### config.mk
export PLATFORM = sky130hd
export DESIGN_NAME = quad_deser
export DESIGN_NICKNAME = d
export VERILOG_FILES = /design/src/rtl/deser_pkg.sv /design/src/rtl/deser_bitcnt.sv /design/src/rtl/deser_clkgen.sv /design/src/rtl/deser_shift.sv /design/src/rtl/quad_deser.sv
export SDC_FILE = /design/constraint.sdc
export NUM_CORES = 1
export LEC_CHECK = 0
export ABC_AREA = 1
export CAP_MARGIN = 20
export CORE_AREA = 2 2 39 41
export CTS_BUF_LIST = sky130_fd_sc_hd__clkbuf_4
export DETAILED_ROUTE_END_ITERATION = 10
export DIE_AREA = 0 0 41 43
export PLACE_DENSITY_LB_ADDON = 0.08
export RECOVER_POWER = 100
export REMOVE_ABC_BUFFERS = 1
export SYNTH_ARGS = -nofsm -noshare
export SYNTH_HDL_FRONTEND = slang
export SYNTH_SLANG_ARGS = --single-unit
### constraint.sdc
create_clock -name clk -period 0.8 [get_ports clk]
set_input_delay 0.16 -clock clk [delete_from_list [all_inputs] [get_ports clk]]
set_output_delay 0.16 -clock clk [all_outputs]
set_load 0.05 [all_outputs]
### src/rtl/deser_pkg.sv
package deser_pkg;

  // Output clocks are high while the counter sits in the window that begins
  // halfway through the word, so each rising edge lands mid-interval.
  function automatic logic div_high_next(input int unsigned cnt, input int unsigned w);
    return (cnt >= (w / 2) - 1) && (cnt <= w - 2);
  endfunction

  // The half-rate clock toggles at the same point in every word.
  function automatic logic half_toggle(input int unsigned cnt, input int unsigned w);
    return cnt == (w / 2) - 1;
  endfunction

endpackage

### src/rtl/deser_bitcnt.sv
module deser_bitcnt #(
  parameter int WORD_W = 4,
  localparam int CNT_W = $clog2(WORD_W)
) (
  input  logic             clk,
  input  logic             rst,
  output logic [CNT_W-1:0] cnt,
  output logic             word_strobe
);
  localparam logic [CNT_W-1:0] LAST = CNT_W'(WORD_W - 1);

  always_ff @(posedge clk) begin
    if (rst)                cnt <= '0;
    else if (cnt == LAST)   cnt <= '0;
    else                    cnt <= cnt + 1'b1;
  end

  assign word_strobe = !rst && (cnt == LAST);
endmodule

### src/rtl/deser_clkgen.sv
module deser_clkgen
  import deser_pkg::*;
#(
  parameter int WORD_W = 4,
  localparam int CNT_W = $clog2(WORD_W)
) (
  input  logic             clk,
  input  logic             rst,
  input  logic [CNT_W-1:0] cnt,
  output logic             word_clk,
  output logic             half_clk
);
  always_ff @(posedge clk) begin
    if (rst) begin
      word_clk <= 1'b0;
      half_clk <= 1'b0;
    end else begin
      word_clk <= div_high_next(int'(cnt), WORD_W);
      half_clk <= half_clk ^ half_toggle(int'(cnt), WORD_W);
    end
  end
endmodule

### src/rtl/deser_shift.sv
module deser_shift #(
  parameter int WORD_W = 4
) (
  input  logic              clk,
  input  logic              rst,
  input  logic              ser_in,
  input  logic              word_strobe,
  output logic [WORD_W-2:0] shift_q,
  output logic [WORD_W-1:0] word_q
);
  always_ff @(posedge clk) begin
    if (rst) begin
      shift_q <= '0;
      word_q  <= '0;
    end else begin
      shift_q <= {shift_q[WORD_W-3:0], ser_in};
      if (word_strobe) word_q <= {shift_q, ser_in};
    end
  end
endmodule

### src/rtl/quad_deser.sv
module quad_deser #(
  parameter int WORD_W = 4,
  localparam int CNT_W = $clog2(WORD_W)
) (
  input  logic              clk,
  input  logic              rst,
  input  logic              ddr_mode,
  input  logic              ser_in,
  output logic [WORD_W-1:0] par_data,
  output logic              par_clk,
  output logic              ref_clk
);
  logic [CNT_W-1:0]  bit_cnt;
  logic              word_strobe;
  logic [WORD_W-2:0] shift_q;
  logic              word_clk;
  logic              half_clk;

  deser_bitcnt #(.WORD_W(WORD_W)) u_cnt (
    .clk(clk), .rst(rst), .cnt(bit_cnt), .word_strobe(word_strobe)
  );

  deser_shift #(.WORD_W(WORD_W)) u_shift (
    .clk(clk), .rst(rst), .ser_in(ser_in), .word_strobe(word_strobe),
    .shift_q(shift_q), .word_q(par_data)
  );

  deser_clkgen #(.WORD_W(WORD_W)) u_clk (
    .clk(clk), .rst(rst), .cnt(bit_cnt),
    .word_clk(word_clk), .half_clk(half_clk)
  );

  assign par_clk = ddr_mode ? half_clk : word_clk;
  assign ref_clk = word_clk;
endmodule

=== Word level (Yosys, flattened, before mapping) ===
Index checks and enable logic that the tools add are counted.

* Register bits after elaboration: 11
* Input port bits: 4
* Output and inout bits: 6
* Word-level logic and storage cells: 16

* $add $sub $neg: 1
* Order comparisons: 2
* Equality and inequality tests: 2
* Multiplexer cells: 1
* Bitwise logic cells: 1
* Reductions and logical operators: 4

{| class="wikitable"
|+ Operator list
! kind !! number
|-
| $add A2 B1 Y2 const B || 1
|-
| $eq A2 B1 Y1 const B || 1
|-
| $eq A2 B2 Y1 const B || 1
|-
| $ge A2 B1 Y1 const B || 1
|-
| $le A2 B2 Y1 const B || 1
|-
| $logic_and A1 B1 Y1 || 2
|-
| $reduce_or A2 Y1 || 1
|-
| $logic_not A1 Y1 || 1
|-
| $mux W1 || 1
|-
| $xor A1 B1 Y1 || 1
|}

=== Longest topological paths before layout ===
* Depth after elaboration: 2
* Gate-level depth with buffers: 5
* Mapped depth without buffers: 5

=== Modules after synthesis ===
A second synthesis with hierarchy kept.

* Cells, all modules: 56
* Area total of the unflattened synthesis: 416.6 µm²

{| class="wikitable"
|+ By module, submodules not included
! module !! times used !! cells an instance !! area an instance (µm²) !! seq. area each (µm²)
|-
| deser_shift || 1 || 32 || 244.0 || 140.1
|-
| deser_bitcnt || 1 || 10 || 78.8 || 40.0
|-
| deser_clkgen || 1 || 10 || 78.8 || 40.0
|-
| quad_deser || 1 || 4 || 15.0 || 0.0
|}

=== Least setup slack after synthesis ===
Ideal clock, no wire load.

* Kind: reg2out
* From: register u_clk.word_clk
* To: output port par_clk
* Data arrival time: 1782 ps
* Data required time: 640 ps
* Setup slack: -1142 ps
* Stages on the path, launching flop included: 3
* Buffers on the path: 0
* Path through: dfxtp_1 inv_1 o21ai_0

* Word-level cells in the longest chain between the ends: 1

{| class="wikitable"
|+ Ends and longest elaborated chain
! element !! line !! source
|-
| start: declaration || deser_clkgen.sv:10 || <nowiki>output logic word_clk,</nowiki>
|-
| start signal: assignment || deser_clkgen.sv:18 || <nowiki>word_clk <= div_high_next(int'(cnt), WORD_W);</nowiki>
|-
| $mux W1 || quad_deser.sv:33 || <nowiki>assign par_clk = ddr_mode ? half_clk : word_clk;</nowiki>
|-
| end: declaration || quad_deser.sv:10 || <nowiki>output logic par_clk,</nowiki>
|}

Every way passes these cells.

=== Final worst setup path ===
Ends and elaborated chain as after synthesis.

==> impl_metrics.toml <==
[sta]
max_slew_margin_pct = 83.1
min_period_ns = 1.14
setup_slack_ns = -0.335
drv_slew = 0
finalSetupViolCount = 14
max_slew.worst_pin.slew_ns = 0.253
min_period_over_period_pct = 142
rsz0062_at_grt = "true"
hold_viol = 0
finalClockSkew_ns = 0.00217
fmax_ghz = 0.881

[synthesis]
syn_avg_cell_area_sq_um = 8.42
yosysSeqAreaShare_pct = 58.1
synth_cells = 45
ys_ff_latch = 11
netlist_area_sq_um = 379
synth_cell_types = 9
yosys_warnings = 0

[global_routing]
grt_use_met2_pct = 14.7
grtUsageTotal_pct = 10.2
busiest_layer = "met2"
grt_pass1_vias = 301
grt_start_max_net_pins = 7
antenna_found_initial = 0
grt_pass1_wl_microns = 1160
overflow = 0
met1_usage_pct = 10.8
use_met3_pct = 4.71

[critical_path]
slowest_stage = "dfxtp_2"
cpPeakStageDelay_ns = 0.33
required_ns = 0.64
crit_type = "register to output pin"
worst-path-max-fanout = 2
critical_path.startpoint_type = "register"
crit_chain = "inv_2, o21ai_2, buf_4, buf_12"
end_kind = "output pin"
cp_data_arrival_time_ns = 0.98

[detailed_routing]
wl_per_cell_microns = 8.79
drt_wl_total_microns = 703
drc = 0
viasPerCell = 4.31
vias = 345
drtIter0Drc = 1
ant_nets = 0
firstDrtPassIters = 4

[cells_and_area]
fillers = 135
area_growth_pct = 76.6
regArea_sq_um = 229
layout.nets = 71
n_antenna_cell = 0
drive_gt1_share_pct = 48.4
multi_input_area_sq_um = 164
fin_area_sq_um = 669
final_util_pct = 48.4

[placed_design]
routabilityCongestion = 0.591
dpl_cell_area_sq_um = 587
port_buffers = 9
pre_cts_ws_ns = -0.412

[pwr]
power.internal_mw = 0.990
p_sw_mw = 0.366
combPwrFrac_pct = 24.4
powerDensity_mw_per_mm2 = 2030
power_leakage_nw = 0.313
seq_power_share_pct = 45.6
peakVddDrop_mv = 0.978
p_sw_share_pct = 27.0
clkPwrFrac_pct = 30.0

[clock_tree]
numCtsBuffers = 3
holdBufCountCts = 0
path_clk_slew_ns = 0.07
cts_root_buffer = "clkbuf_4"
cts_max_level = 1
clock-sinks = 11
clk_path_buf_depth = 2
cts_tree = "done"
clkLatencyLatePin_ns = 0.26

[floorplan]
io_pins = 10
die_h_microns = 43
die_x_microns = 41
rows = 14
die_area_sq_mm = 0.00176
start_util_pct = 27.4
core_area_sq_mm = 0.00138

[min_path]
worstHoldPathType = "input pin to register"

[status]
run_status = "finished with violations"
violations = "negative setup slack"

[run]
drv_cap = 0
-- metrics by stage --
| stage | power, mW | std cells | hold WS [ns] | setup TNS, ns |
|---|---|---|---|---|
| after floorplan | 0.746 | 45 | 0.227 | -1.66 |
| after global placement | 0.911 | 75 | 0.410 | -3.23 |
| after detailed placement | 0.910 | 75 | 0.414 | -3.31 |
| after CTS | 1.36 | 79 | 0.426 | -1.46 |
| after global routing | 1.42 | 80 | 0.237 | -1.96 |
| final | 1.36 | 80 | 0.209 | -1.34 |
-- worst max-delay path, delay by kind of cell, from the launching register on --
family	cells	cell delay, ns
compound gates	1	0.10
buf+inv	3	0.28
flops	1	0.33
-- cell families (layout without fill, tap and decap cells) --
| group | Yosys count | count (layout) | synth area share, % |
|---|---|---|---|
| AO/OA/AOI/OAI | 1 | 1 | 1.32 |
| adder cells (fa/ha/maj) | 2 | 2 | 6.60 |
| buffers and inverters | 7 | 26 | 6.93 |
| flip-flops | 11 | 11 | 58.1 |
| AND/OR/NAND/NOR | 24 | 24 | 27.1 |
-- placed cells by master (no fill, tap or decap), drive strengths merged --
| cell | instances |
|---|---|
| buf | 12 |
| clkbuf | 4 |
| dfxtp | 11 |
| dlygate4sd2 | 1 |
| dlygate4sd3 | 1 |
| dlymetal6s2s | 1 |
| ha | 2 |
| inv | 7 |
| nand2 | 11 |
| nand3 | 4 |
| nor2 | 9 |
| o21ai | 1 |
-- synthesized netlist by cell type --
master	n	area, sq um
o21ai_0	1	5.00
nor2_1	8	30.0
dfxtp_1	11	220
inv_2	1	3.75
inv_1	6	22.5
nor2_4	1	11.3
ha_1	2	25.0
nand2_1	11	41.3
nand3_1	4	20.0
-- flip-flops by register name (all words and copies together) (netlist names) --
register,count
u_clk.half_clk,1
u_clk.word_clk,1
u_cnt.cnt,2
u_shift.shift_q,3
u_shift.word_q,4
-- power groups by stage --
stage               logic, mW  clock network [mW]  registers [mW]
finish                  0.331               0.407           0.618
global placement        0.295                   0           0.616
floorplan              0.0917                   0           0.655
global route            0.360               0.441           0.624
detailed placement      0.294                   0           0.616
CTS                     0.319               0.423           0.617
-- final timing paths --
| check | start | to | slack [ns] | depth (start not counted) |
|---|---|---|---|---|
| max | u_clk.word_clk | par_clk | -0.34 | 4 |
| min | rst | u_clk.word_clk | 0.21 | 2 |
| max reg2reg | u_cnt.cnt[0] | u_clk.word_clk | -0.06 | 3 |
| min reg2reg | u_shift.shift_q[0] | u_shift.shift_q[1] | 0.42 | 2 |
-- routing by layer --
layer  vias up  wire length, microns
met1       152                   299
met4         0                     4
met2        13                   347
met5         -                     0
met3         2                    52
li1        178                     -
-- area by class of cell --
type                       instances  share of cell area, %
inverter                           7                   3.93
clock buffer                       4                   4.49
timing repair buffer              15                   29.9
sequential                        11                   34.2
multi-input combinational         27                   24.5
tap                               16                   2.99
-- timing repair --
item | CTS | global route
setup endpoints to repair | 14 | 17
resized for setup | 14 | 4
buffers inserted | 0 | 1
pin swaps | 3 | 1
hold endpoints to repair | 0 | 0
Power figures use the tool's default switching activity.
